File: config.mk
export PLATFORM = sky130hd
export DESIGN_NAME = qpump_tx
export DESIGN_NICKNAME = d
export VERILOG_FILES = /design/src/rtl/qpump_pkg.sv /design/src/rtl/qpump_rst_sync.sv /design/src/rtl/qpump_group_enc.sv /design/src/rtl/qpump_slot_enc.sv /design/src/rtl/qpump_ctl.sv /design/src/rtl/qpump_tx.sv
export SDC_FILE = /design/constraint.sdc
export NUM_CORES = 1
export LEC_CHECK = 0
export ABC_AREA = 1
export BUFFER_PORTS_ARGS = -buffer_cell sky130_fd_sc_hd__buf_2
export CORE_ASPECT_RATIO = 0.5
export CORE_UTILIZATION = 48
export CTS_CLUSTER_SIZE = 30
export DETAILED_ROUTE_END_ITERATION = 7
export PLACE_DENSITY = 0.83
export SYNTH_ARGS = -nofsm -noshare
export SYNTH_HDL_FRONTEND = slang
export SYNTH_SLANG_ARGS = --single-unit
File: constraint.sdc
create_clock -name clk -period 10.7 [get_ports clk]
set_clock_uncertainty 0.2 [all_clocks]
set_input_delay 2.675 -clock clk [delete_from_list [all_inputs] [get_ports clk]]
set_output_delay 2.675 -clock clk [all_outputs]
set_load 0.05 [all_outputs]
File: src/rtl/qpump_pkg.sv
package qpump_pkg;
  parameter int unsigned LANE_W_DEF  = 64;
  parameter int unsigned GROUP_W_DEF = 16;
  parameter int unsigned SLOTS_DEF   = 4;

  typedef enum logic [1:0] {
    XF_IDLE = 2'd0,
    XF_OPEN = 2'd1,
    XF_TURN = 2'd2
  } xfer_state_e;
endpackage

File: src/rtl/qpump_rst_sync.sv
module qpump_rst_sync (
  input  logic clk,
  input  logic rst_n,
  output logic rst_n_sync
);
  logic [1:0] stage_q;

  always_ff @(posedge clk or negedge rst_n) begin
    if (!rst_n) begin
      stage_q <= 2'b00;
    end else begin
      stage_q <= {stage_q[0], 1'b1};
    end
  end

  assign rst_n_sync = stage_q[1];
endmodule

File: src/rtl/qpump_group_enc.sv
module qpump_group_enc #(
  parameter int unsigned GROUP_W = qpump_pkg::GROUP_W_DEF
) (
  input  logic [GROUP_W-1:0] word,
  output logic [GROUP_W-1:0] wire_lvl,
  output logic               flag_n,
  output logic               par
);
  localparam int unsigned CNT_W = $clog2(GROUP_W + 1);
  localparam int unsigned HALF  = GROUP_W / 2;

  logic [CNT_W-1:0] ones;
  logic             invert;

  always_comb begin
    ones = '0;
    for (int i = 0; i < GROUP_W; i++) begin
      ones = ones + CNT_W'(word[i]);
    end
  end

  // Strictly more than half low: equality keeps the plain encoding.
  assign invert   = (ones > CNT_W'(HALF));
  assign wire_lvl = invert ? word : ~word;
  assign flag_n   = ~invert;
  assign par      = ^{wire_lvl, flag_n};
endmodule

File: src/rtl/qpump_slot_enc.sv
module qpump_slot_enc #(
  parameter int unsigned LANE_W  = qpump_pkg::LANE_W_DEF,
  parameter int unsigned GROUP_W = qpump_pkg::GROUP_W_DEF
) (
  input  logic [LANE_W-1:0]         slot_data,
  output logic [LANE_W-1:0]         slot_wire,
  output logic [LANE_W/GROUP_W-1:0] slot_flag_n,
  output logic [LANE_W/GROUP_W-1:0] slot_par
);
  localparam int unsigned GROUPS = LANE_W / GROUP_W;

  for (genvar g = 0; g < GROUPS; g++) begin : g_grp
    qpump_group_enc #(.GROUP_W(GROUP_W)) u_grp (
      .word     (slot_data[g*GROUP_W +: GROUP_W]),
      .wire_lvl (slot_wire[g*GROUP_W +: GROUP_W]),
      .flag_n   (slot_flag_n[g]),
      .par      (slot_par[g])
    );
  end
endmodule

File: src/rtl/qpump_ctl.sv
module qpump_ctl
  import qpump_pkg::*;
(
  input  logic clk,
  input  logic rst_n_i,
  input  logic in_valid,
  input  logic in_last,
  output logic in_ready,
  output logic take,
  output logic drdy_n,
  output logic busy_n
);
  xfer_state_e state_q, state_d;
  logic        drdy_n_d, busy_n_d;

  always_comb begin
    in_ready = (state_q != XF_TURN);
    take     = in_valid & in_ready;
    state_d  = state_q;
    if (take) begin
      state_d = in_last ? XF_TURN : XF_OPEN;
    end else if (state_q == XF_TURN) begin
      state_d = XF_IDLE;
    end
    drdy_n_d = ~take;
    busy_n_d = ~(take | (state_q == XF_OPEN));
  end

  always_ff @(posedge clk or negedge rst_n_i) begin
    if (!rst_n_i) begin
      state_q <= XF_TURN;
      drdy_n  <= 1'b1;
      busy_n  <= 1'b1;
    end else begin
      state_q <= state_d;
      drdy_n  <= drdy_n_d;
      busy_n  <= busy_n_d;
    end
  end

  // data-ready never appears outside bus ownership
  p_drdy_inside_busy_r7: assert property (@(posedge clk) disable iff (!rst_n_i)
    !drdy_n |-> !busy_n);

  // the last beat keeps busy for its clock, then releases
  p_release_after_last_r7: assert property (@(posedge clk) disable iff (!rst_n_i)
    (take && in_last) |=> (!busy_n ##1 busy_n));

  // turnaround clock refuses a beat
  p_turnaround_r9: assert property (@(posedge clk) disable iff (!rst_n_i)
    (take && in_last) |=> !in_ready);

  // a stall inside an open transfer holds the bus with no data
  p_stall_gap_r8: assert property (@(posedge clk) disable iff (!rst_n_i)
    (state_q == XF_OPEN && !in_valid) |=> (drdy_n && !busy_n));
endmodule

File: src/rtl/qpump_tx.sv
module qpump_tx
  import qpump_pkg::*;
#(
  parameter int unsigned LANE_W  = LANE_W_DEF,
  parameter int unsigned GROUP_W = GROUP_W_DEF,
  parameter int unsigned SLOTS   = SLOTS_DEF
) (
  input  logic                                 clk,
  input  logic                                 rst_n,
  input  logic                                 in_valid,
  output logic                                 in_ready,
  input  logic [LANE_W*SLOTS-1:0]              in_data,
  input  logic                                 in_last,
  output logic [LANE_W*SLOTS-1:0]              bus_lane_n,
  output logic [(LANE_W/GROUP_W)*SLOTS-1:0]    bus_inv_n,
  output logic [(LANE_W/GROUP_W)*SLOTS-1:0]    bus_par,
  output logic                                 bus_drdy_n,
  output logic                                 bus_busy_n
);
  localparam int unsigned GROUPS = LANE_W / GROUP_W;
  localparam int unsigned BEAT_W = LANE_W * SLOTS;
  localparam int unsigned FLAG_W = GROUPS * SLOTS;

  logic              rst_n_i;
  logic              take;
  logic [BEAT_W-1:0] enc_wire;
  logic [FLAG_W-1:0] enc_flag_n, enc_par;
  logic [BEAT_W-1:0] lane_q, lane_d;
  logic [FLAG_W-1:0] flag_q, flag_d, par_q, par_d;
  logic              data_en;

  qpump_rst_sync u_rst (
    .clk        (clk),
    .rst_n      (rst_n),
    .rst_n_sync (rst_n_i)
  );

  qpump_ctl u_ctl (
    .clk      (clk),
    .rst_n_i  (rst_n_i),
    .in_valid (in_valid),
    .in_last  (in_last),
    .in_ready (in_ready),
    .take     (take),
    .drdy_n   (bus_drdy_n),
    .busy_n   (bus_busy_n)
  );

  for (genvar s = 0; s < SLOTS; s++) begin : g_slot
    qpump_slot_enc #(.LANE_W(LANE_W), .GROUP_W(GROUP_W)) u_slot (
      .slot_data   (in_data[s*LANE_W +: LANE_W]),
      .slot_wire   (enc_wire[s*LANE_W +: LANE_W]),
      .slot_flag_n (enc_flag_n[s*GROUPS +: GROUPS]),
      .slot_par    (enc_par[s*GROUPS +: GROUPS])
    );
  end

  // Load on a beat; return to the resting level once after a data clock.
  always_comb begin
    data_en = take | ~bus_drdy_n;
    if (take) begin
      lane_d = enc_wire;
      flag_d = enc_flag_n;
      par_d  = enc_par;
    end else begin
      lane_d = '1;
      flag_d = '1;
      par_d  = '1;
    end
  end

  always_ff @(posedge clk or negedge rst_n_i) begin
    if (!rst_n_i) begin
      lane_q <= '1;
      flag_q <= '1;
      par_q  <= '1;
    end else if (data_en) begin
      lane_q <= lane_d;
      flag_q <= flag_d;
      par_q  <= par_d;
    end
  end

  assign bus_lane_n = lane_q;
  assign bus_inv_n  = flag_q;
  assign bus_par    = par_q;

  for (genvar k = 0; k < FLAG_W; k++) begin : g_chk
    // no group on the wire ever has more than half its lanes low
    p_low_bound_r3: assert property (@(posedge clk) disable iff (!rst_n_i)
      $countones(lane_q[k*GROUP_W +: GROUP_W]) >= (GROUP_W / 2));

    // lanes, flag and parity of one group hold an even count of ones
    p_even_parity_r5: assert property (@(posedge clk) disable iff (!rst_n_i)
      ((^{lane_q[k*GROUP_W +: GROUP_W], flag_q[k], par_q[k]}) == 1'b0));
  end

  // without data-ready every lane, flag and parity rests high
  p_idle_rest_r10: assert property (@(posedge clk) disable iff (!rst_n_i)
    bus_drdy_n |-> ((&lane_q) && (&flag_q) && (&par_q)));
endmodule

Yosys cells after proc, flatten, opt, wreduce, memory -nomap -nowiden
Index checks and enable logic that the tools add are counted.
{"block": "totals", "latch_bits": 0, "output_inout_bits": 291, "in_bits": 260, "mem_bits_rw": 0, "elab_cells": 343, "regBits": 294, "n_memories": 0, "romBits": 0}
{"block": "classes", "addsub": 240, "reduce_logical": 17, "n_shift": 0, "muxes": 22, "magnitude_cmp": 16, "mul": 0, "n_bitwise": 38, "n_eq_ne": 3, "n_div": 0}
{"operator": "5-bit by 1-bit adder with 5-bit output", "count": 176}
{"operator": "16-bit two-way mux", "count": 18}
{"operator": "17-bit XOR reduction", "count": 16}
{"operator": "256-bit two-way mux", "count": 1}
{"operator": "16-bit NOT", "count": 16}
{"operator": "4-bit by 1-bit adder with 5-bit output", "count": 16}
{"operator": "5-bit by 4-bit > comparator with 1-bit output (second input constant)", "count": 16}
{"operator": "3-bit by 1-bit adder with 4-bit output", "count": 16}
{"operator": "2-bit by 1-bit adder with 3-bit output", "count": 16}
{"operator": "1-bit by 1-bit adder with 2-bit output", "count": 16}
{"operator": "1-bit NOT", "count": 19}
{"operator": "2-bit two-way mux", "count": 3}
{"operator": "2-bit by 1-bit equality test with 1-bit output (second input constant)", "count": 1}
{"operator": "2-bit equality test (second input constant)", "count": 1}
{"operator": "2-bit inequality test (second input constant)", "count": 1}
{"operator": "1-bit OR", "count": 2}
{"operator": "2-bit nonzero test", "count": 1}
{"operator": "1-bit AND", "count": 1}

Depth between registers and ports, before layout
Gate-level depths: netlist of run 1.
{"block": "depth", "word_depth": 19, "ltp_mapped": 21, "mapped_depth_nobuf": 21}

Modules after synthesis
A second synthesis of run 1 with hierarchy kept.
{"block": "hier_totals", "cells_unflattened": 4672, "area_unflattened_um2": 30272.8}
{"mod": "qpump_tx", "seq_area_each_um2": 7567.3, "area_each_um2": 13972.2, "cells_per_inst": 1856, "instances": 1}
{"mod": "qpump_group_enc (g_slot[1].u_slot.g_grp[2].u_grp ...)", "seq_area_each_um2": 0.0, "area_each_um2": 998.5, "cells_per_inst": 174, "instances": 7}
{"mod": "qpump_group_enc (g_slot[0].u_slot.g_grp[0].u_grp ...)", "seq_area_each_um2": 0.0, "area_each_um2": 994.7, "cells_per_inst": 174, "instances": 3}
{"mod": "qpump_group_enc (g_slot[1].u_slot.g_grp[0].u_grp ...)", "seq_area_each_um2": 0.0, "area_each_um2": 1014.7, "cells_per_inst": 176, "instances": 2}
{"mod": "qpump_group_enc (g_slot[3].u_slot.g_grp[3].u_grp)", "seq_area_each_um2": 0.0, "area_each_um2": 1053.5, "cells_per_inst": 167, "instances": 1}
{"mod": "qpump_group_enc (g_slot[3].u_slot.g_grp[1].u_grp)", "seq_area_each_um2": 0.0, "area_each_um2": 1009.7, "cells_per_inst": 177, "instances": 1}
{"mod": "qpump_group_enc (g_slot[1].u_slot.g_grp[1].u_grp)", "seq_area_each_um2": 0.0, "area_each_um2": 1008.5, "cells_per_inst": 179, "instances": 1}
{"mod": "qpump_group_enc (g_slot[0].u_slot.g_grp[3].u_grp)", "seq_area_each_um2": 0.0, "area_each_um2": 1003.5, "cells_per_inst": 180, "instances": 1}
{"mod": "qpump_ctl", "seq_area_each_um2": 103.8, "area_each_um2": 168.9, "cells_per_inst": 18, "instances": 1}
{"mod": "qpump_rst_sync", "seq_area_each_um2": 50.0, "area_each_um2": 53.8, "cells_per_inst": 3, "instances": 1}

Least setup slack after synthesis of run 1
OpenSTA, ideal clock, no wires.
{"block": "synth_path", "path_kind": "in2reg", "start": "input in_data[235]", "end": "register lane_q[225], in the netlist bus_lane_n[225]", "path_stages": 19, "path_slack_ns": 4.272, "required_ns": 10.424, "t_arrival_ns": 6.152, "setup_ns": 0.076, "n_path_buf": 1, "path_cell_list": "inv_1 fa_1 fa_1 fa_1 fa_1 inv_1 ha_1 inv_1 fa_1 inv_1 nor2_1 nand2_1 nand3_2 nand2_4 buf_6 a21oi_2 o21ai_1 o21ai_1 inv_1"}
{"block": "synth_between", "elab_chain_cells": 8}
{"element": "start: declaration", "line_no": "qpump_tx.sv:12", "source": "input logic [LANE_W*SLOTS-1:0] in_data,"}
{"element": "5-bit by 1-bit adder with 5-bit output (5 in series)", "line_no": "qpump_group_enc.sv:18", "source": "ones = ones + CNT_W'(word[i]);"}
{"element": "5-bit by 4-bit > comparator with 1-bit output", "line_no": "qpump_group_enc.sv:23", "source": "assign invert = (ones > CNT_W'(HALF));"}
{"element": "16-bit two-way mux", "line_no": "qpump_group_enc.sv:24", "source": "assign wire_lvl = invert ? word : ~word;"}
{"element": "256-bit two-way mux", "line_no": "qpump_tx.sv:61", "source": "if (take) begin"}
{"element": "end signal: assignment", "line_no": "qpump_tx.sv:78", "source": "lane_q <= lane_d;"}
{"element": "end: declaration", "line_no": "qpump_tx.sv:28", "source": "logic [BEAT_W-1:0] lane_q, lane_d;"}
No other way between the ends.
A chain may end at the register's enable or synchronous reset.

Final worst setup path of run 1
{"block": "layout_path", "start": "input in_data[48]", "end": "register lane_q[55], in the netlist bus_lane_n[55]"}
{"block": "layout_between", "elab_chain_cells": 18}
{"element": "1-bit by 1-bit adder with 2-bit output", "line_no": "qpump_group_enc.sv:18"}
{"element": "2-bit by 1-bit adder with 3-bit output", "line_no": "qpump_group_enc.sv:18"}
{"element": "3-bit by 1-bit adder with 4-bit output", "line_no": "qpump_group_enc.sv:18"}
{"element": "4-bit by 1-bit adder with 5-bit output", "line_no": "qpump_group_enc.sv:18"}
{"element": "5-bit by 1-bit adder with 5-bit output (11 in series)", "line_no": "qpump_group_enc.sv:18"}
{"element": "5-bit by 4-bit > comparator with 1-bit output", "line_no": "qpump_group_enc.sv:23"}
{"element": "16-bit two-way mux", "line_no": "qpump_group_enc.sv:24"}
{"element": "256-bit two-way mux", "line_no": "qpump_tx.sv:61"}
No other way between the ends.

==> impl_results.md, run 1 <==
* Status: complete, but fails checks
* Failing checks: design-rule violations
* Initial drt markers at 1600
* Pre-antenna DRT Iters at 8
* Slowest cell on crit path: nand2_1
* Setup bufs post-CTS at 0
* Final min period at around 6800 ps
* Row Count at 59
* Main synth FF type: dfstp_2
* Hold Fails Final Rpt at 0
* Initial antenna violation count at 19
* GR Overflow Total at 0
* Via/cell ratio at slightly above 5
* CP arrival at 7170 ps
* Commonest non-fill, non-tap cells in the layout: nand2_1 (932), inv_1 (810), buf_2 (550)
* PostCTS Resize Cnt at 0
* Post-synthesis sequential area ratio at between 30% and 40%
* Post-route ant nets at 0
* Pwr Density at approximately 310 mW/mm2
* Post-synthesis register bit count at roughly 290
* Max Cap Violations at 0
* Num CTS Buffers at 31
* Critical Path Fanout Max at 32
* EDFF count, synth at 0
* Drt drc at 12
* CTS Buffer Depth at 3
* Lkg Pwr at 15.82 nW
* Slew Viols, Final at 0
* Commonest non-fill, non-tap cell in the layout: nand2_1
* Async S/R FF share, synth at 100.0%
* Netlist cell types at 34
* Clock-pin slew on the worst setup and hold paths at approximately 60 ps
* Post-Syn Area at 0.02557 mm2
* Die area at around 0.054 mm2
* Relative slew slack at 28.40%
* Clk sinks at between 200 and 300
* Wire length per cell at 15.44 um
* Die Y-Extent at 165.2 um
* CP Class: input port to flop
* Total GRT Usage at 26.29%
* Routability Congestion at 0.9066
* CTS H-tree lvls at 1
* # IOs at 551
* Post-Syn Nets at 4058
* Vias in the first global route at roughly 23000
* Post-DP HPWL at 56.58 mm
* Initial core utilization at about half
* Maximum vdd ir drop at between 0.00015 and 0.0002 V
* Setup tns final at 0 ps
* Startpoint Class: input port
* CTS tree: done
* Worst Tran Pin Value at 1074 ps
* Final nets at 4537
* Layout area overhead at 16.02%
* Fill count at 4719
* Crit path cell chain: buf_2 > inv_1 > fa_1 > fa_1 > fa_1 > fa_1 > inv_1 > ha_1 > inv_1 > fa_1 > inv_1 > nor2_1 > nand2_1 > nand3_1 > nand2_1 > o21ai_0 > o21ai_0 > inv_1
* Share of cells above drive strength 1 at 24.77%
* Die width at 328.4 um
* Avg Cell Area, Syn at 7.186 um2
* Via count at ~24000
* Final Power at 9.171 mW
* Required time worst endpoint at 11020 ps
* Total Wirelength at 73.77 mm
* Slowest stage delay, CP at ~580 ps
* Port-buffer cells at 550
* Crit end category: flop
* Ys Warns at 0
* Final period util at 64.01%
* Max Fclk at ~150 MHz
* Final setup viols at 0
* Hold-fix buffer count after cts at 0
* CORE AREA at 0.05227 mm2
* Synth Instances at 3558
* Tightest Hold Check Type: flop to flop
* First-pass GRT wire length at around 120 mm
* Root buffer cell: clkbuf_16
* Pin count of the biggest net entering global routing at approximately 170
* Unrepaired setup endpoints after global routing: false
* Clk_lat worst skew at 590 ps
==> kinds of logic (layout without fill, tap and decap cells) <==
logic type	count (synthesis)	after routing	share of synthesized area, %
buffers and inverters	932	1431	14.57
XOR/XNOR	90	90	3.083
flip-flops	294	294	30.20
other	1	21	0.01467
AND/OR/NAND/NOR	1218	1218	19.27
adder cells (fa/ha/maj)	240	240	16.44
AO/OA/AOI/OAI	783	783	16.42
==> cells in the mapped netlist, types with 16 or more instances <==
cell | number | area share [%]
buf_6 | 16 | 0.70
xor2_1 | 41 | 1.4
a21oi_2 | 65 | 2.2
fa_1 | 160 | 13
o21ai_0 | 161 | 3.2
nor2_1 | 110 | 1.6
clkbuf_1 | 23 | 0.34
buf_2 | 45 | 0.88
nand2_1 | 932 | 14
o21ai_1 | 341 | 6.7
a21oi_1 | 200 | 3.9
ha_1 | 80 | 3.9
nand3_1 | 130 | 2.5
xnor2_1 | 49 | 1.7
inv_1 | 810 | 12
dfstp_2 | 291 | 30
==> report_power, final <==
| part | total (mW) | internal, mW | leakage [nW] | switching (mW) |
|---|---|---|---|---|
| combinational | 5.87 | 1.52 | 12.3 | 4.36 |
| clock | 1.09 | 0.599 | 0.463 | 0.489 |
| sequential | 2.21 | 1.94 | 3.10 | 0.270 |
| total | 9.17 | 4.06 | 15.8 | 5.12 |
==> per-layer routing <==
layer	part of all wire, %	routed length, um	vias to the layer above	global-route usage [%]
li1	-	-	11920	-
met1	38	28310	11490	30.42
met2	51	37460	781	46.75
met3	4.6	3371	262	3.380
met4	6.3	4620	0	16.41
met5	0	0	-	0
==> metrics by stage <==
step           worst slack, ps  util (%)  hold WS [ps]  instance area (um2)  cells
2_1_floorplan             2208         -         131.2                25570   3558
4_1_cts                   3891     56.66         169.3                29610   4758
6_report                  3851     56.76         168.8                29660   4778
3_3_place_gp              3480     54.82         139.3                28650   4705
3_5_place_dp              3370     54.82         152.4                28650   4705
5_1_grt                   3536     56.75         175.0                29660   4777
==> worst max-delay path, delay by kind of cell <==
kind / cells / cell delay [ps]
buffers and inverters: 6 / 450
and+or+nand+nor: 4 / 850
AOI/OAI and AO/OA: 2 / 610
adders and majority gates: 6 / 2570
==> flip-flops by register name (all words and copies together), names as in the netlist <==
signal,count
bus_lane_n,256
u_rst.stage_q,2
u_ctl.drdy_n,1
bus_inv_n,16
bus_par,16
u_ctl.state_q,2
u_ctl.busy_n,1
==> final cells by class <==
| class | instances | area (um2) | area share [%] |
|---|---|---|---|
| Multi-Input combinational cell | 2332 | 14140 | 47.66 |
| Inverter | 821 | 3082 | 10.39 |
| Antenna cell | 20 | 50.05 | 0.1687 |
| Sequential cell | 294 | 7725 | 26.04 |
| Clock buffer | 43 | 850.8 | 2.868 |
| Tap cell | 701 | 877.1 | 2.957 |
| Clock inverter | 10 | 111.4 | 0.3754 |
| Timing Repair Buffer | 557 | 2830 | 9.541 |
==> worst paths after layout <==
check,start,end,slack [ps],cells after the start
max,in_data[48],bus_lane_n[55],3850,18
min,u_rst.stage_q[0],u_rst.stage_q[1],170,0
max reg2reg,u_ctl.state_q[1],bus_par[15],7630,7
min reg2reg,u_rst.stage_q[0],u_rst.stage_q[1],170,0
max in group asynchronous,u_rst.stage_q[1],bus_lane_n[48],8020,2
min in group asynchronous,u_rst.stage_q[1],bus_lane_n[24],560,0
Note: power is estimated with default switching activity, not from simulation.
==> run 2, diff against run 1 <==
- PLACE_DENSITY: 0.83 -> 0.86
- clock period: 10.7 -> 5.7 ns (I/O delays scaled with it)
==> run 2 against run 1 <==
Effect of this change: count of clock-buffer cells in the layout fell by 5; core utilization rose by 1.2 points; global-route usage rose by 0.56 points; critical endpoint is now bus_par[13]; sequential power rose by 88%; non-clock buffer count rose by 42; register-to-register slack got worse by 5000 ps; sequential share of layout area fell by 0.55 points; highest routed layer is now met5; the run still ends with design-rule violations left; routed wire length rose by 1.8%; clock power rose by 110%; cell area rose by 2.1%; combinational power rose by 99%; largest power group unchanged; total power rose by 98%.
==> impl_results.md, run 2 (synthesis results as in run 1) <==
* Status: complete, but fails checks
* Failing checks: design-rule violations
* CTS Buffer Depth at 3
* Max Fclk at 189.4 MHz
* Final Power at 18.12 mW
* Pre-antenna DRT Iters at 8
* Area of the multi-input gates at ~0.014 mm2
* Commonest non-fill, non-tap cells in the layout: nand2_1 (932), inv_1 (810), buf_2 (550)
* Port-buffer cells at 550
* # IOs at 551
* Max Cap Violations at 0
* Worst Tran Pin Value at roughly 1000 ps
* Post-placement cell area at 0.02913 mm2
* Relative slew slack at between 30% and 40%
* Unrepaired setup endpoints after global routing: false
* Required time worst endpoint at 6030 ps
* Pwr Density at roughly 600 mW/mm2
* Clk sinks at 294
* Initial core utilization at 48.92%
* GR Overflow Total at 0
* Num CTS Buffers at 30
* Total Wirelength at between 70 and 80 mm
* Via count at 24880
* First-pass GRT wire length at 118.7 mm
* Initial drt markers at roughly 1900
* Final setup viols at 0
* Final nets at 4578
* Final period util at 92.61%
* Slowest cell on crit path: fa_1
* CORE AREA at about 0.052 mm2
* Vias in the first global route at 24060
* Setup bufs post-CTS at 0
* Clk_lat worst skew at 590 ps
* Lkg Pwr at roughly 16 nW
* Dpl cells at 4747
* Total GRT Usage at 26.85%
* Largest register FFs at 256
* Startpoint Class: input port
* CTS H-tree lvls at 1
* Setup tns final at 0 ps
* FF-to-FF Start: u_ctl.state_q[1]
* Layout Cells excl Fill at 4833
* Die area at 0.05425 mm2
* Post-route cell area at 0.03030 mm2
* Hold Fails Final Rpt at 0
* Die width at 328.4 um
* Share of cells above drive strength 1 at around 26%
* Clock-pin slew on the worst setup and hold paths at 70 ps
* Die Y-Extent at ~170 um
* Slowest stage delay, CP at 560 ps
* Fill count at 4610
* Worst setup path startpoint: in_data[213]
* Final min period at 5279 ps
* Slew Viols, Final at 0
* CTS tree: done
* Most common cell type on the critical path: fa_1
* CP Class: input port to flop
* Critical Path Fanout Max at 33
* Post-DP HPWL at 57.79 mm
* Tightest Hold Check Type: flop to flop
* Crit path cell chain: buf_2 > inv_1 > fa_1 > fa_1 > fa_1 > fa_1 > inv_1 > ha_1 > inv_1 > fa_1 > inv_1 > nor2_1 > o21ai_1 > nand3_2 > nand2_4 > nand2_1 > nand2_1 > nand4_1 > nand3_1
* Post-route ant nets at 0
* Commonest non-fill, non-tap cell in the layout: nand2_1
* Root buffer cell: clkbuf_16
* Routability Congestion at roughly 0.95
* PostCTS Resize Cnt at 0
* Drt drc at 8
* Register area at between 0.007 and 0.008 mm2
* CP arrival at around 5600 ps
* Via/cell ratio at 5.149
* Layout area overhead at 18.51%
* Row Count at 59
* Pin count of the biggest net entering global routing at 172
* Hold WS at 159.0 ps
* Maximum vdd ir drop at 0.0003157 V
* Wire length per cell at 15.54 um
* Hold Crit Start: u_rst.stage_q[0]
* Crit end category: flop
* Initial antenna violation count at 30
* Hold-fix buffer count after cts at 0
## run 2: cell count changes in the layout (fill, tap and decap cells not counted), sizes merged
cell and change:
buf +42, diode +11, clkbuf -5, bufinv +3, clkinvlp +2, inv +2
## run 2: power breakdown
group | internal [mW] | total [mW] | switching, mW
Sequential | 3.64 | 4.15 | 0.510
Clock | 1.29 | 2.25 | 0.960
Combinational | 3.37 | 11.7 | 8.35
## run 2: final timing paths
check                      slack, ps  depth (start not counted)                to
hold / removal                   160                          0  u_rst.stage_q[1]
min in group asynchronous        410                          1  u_rst.stage_q[1]
max in group asynchronous       3670                          1  u_ctl.state_q[0]
setup / recovery                 420                         19       bus_par[13]
setup reg to reg                2670                          6   bus_lane_n[180]
hold reg to reg                  160                          0  u_rst.stage_q[1]
## run 2: metal layers
| metal | routed length, um | up-vias | GRT usage [%] |
|---|---|---|---|
| met1 | 27920 | 11740 | 29.97 |
| li1 | - | 11990 | - |
| met2 | 38280 | 849 | 48.12 |
| met3 | 3729 | 305 | 3.643 |
| met5 | 23 | - | 0 |
| met4 | 5152 | 4 | 18.63 |
## run 2: worst max-delay path, delay by kind of cell
family | cells | cell delay (ps)
adders and majority gates | 6 | 2610
and+or+nand+nor | 7 | 1020
AOI/OAI and AO/OA | 1 | 130
buffers and inverters | 5 | 410
## run 2: cell type report
type | count | area share, %
Multi-Input combinational cell | 2332 | 46.66
Sequential cell | 294 | 25.49
Timing Repair Buffer | 599 | 10.92
Inverter | 821 | 10.17
Tap cell | 701 | 2.895
Clock buffer | 38 | 2.812
Clock inverter | 17 | 0.7969
Antenna cell | 31 | 0.2560
## run 2: per-stage QoR
stage	utilization, %	setup WS [ps]
after CTS	57.83	532.3
after global placement	55.74	86.39
after detailed placement	55.74	-99.14
after floorplan	-	521.7
final	57.98	421.4
after global routing	57.96	184.2
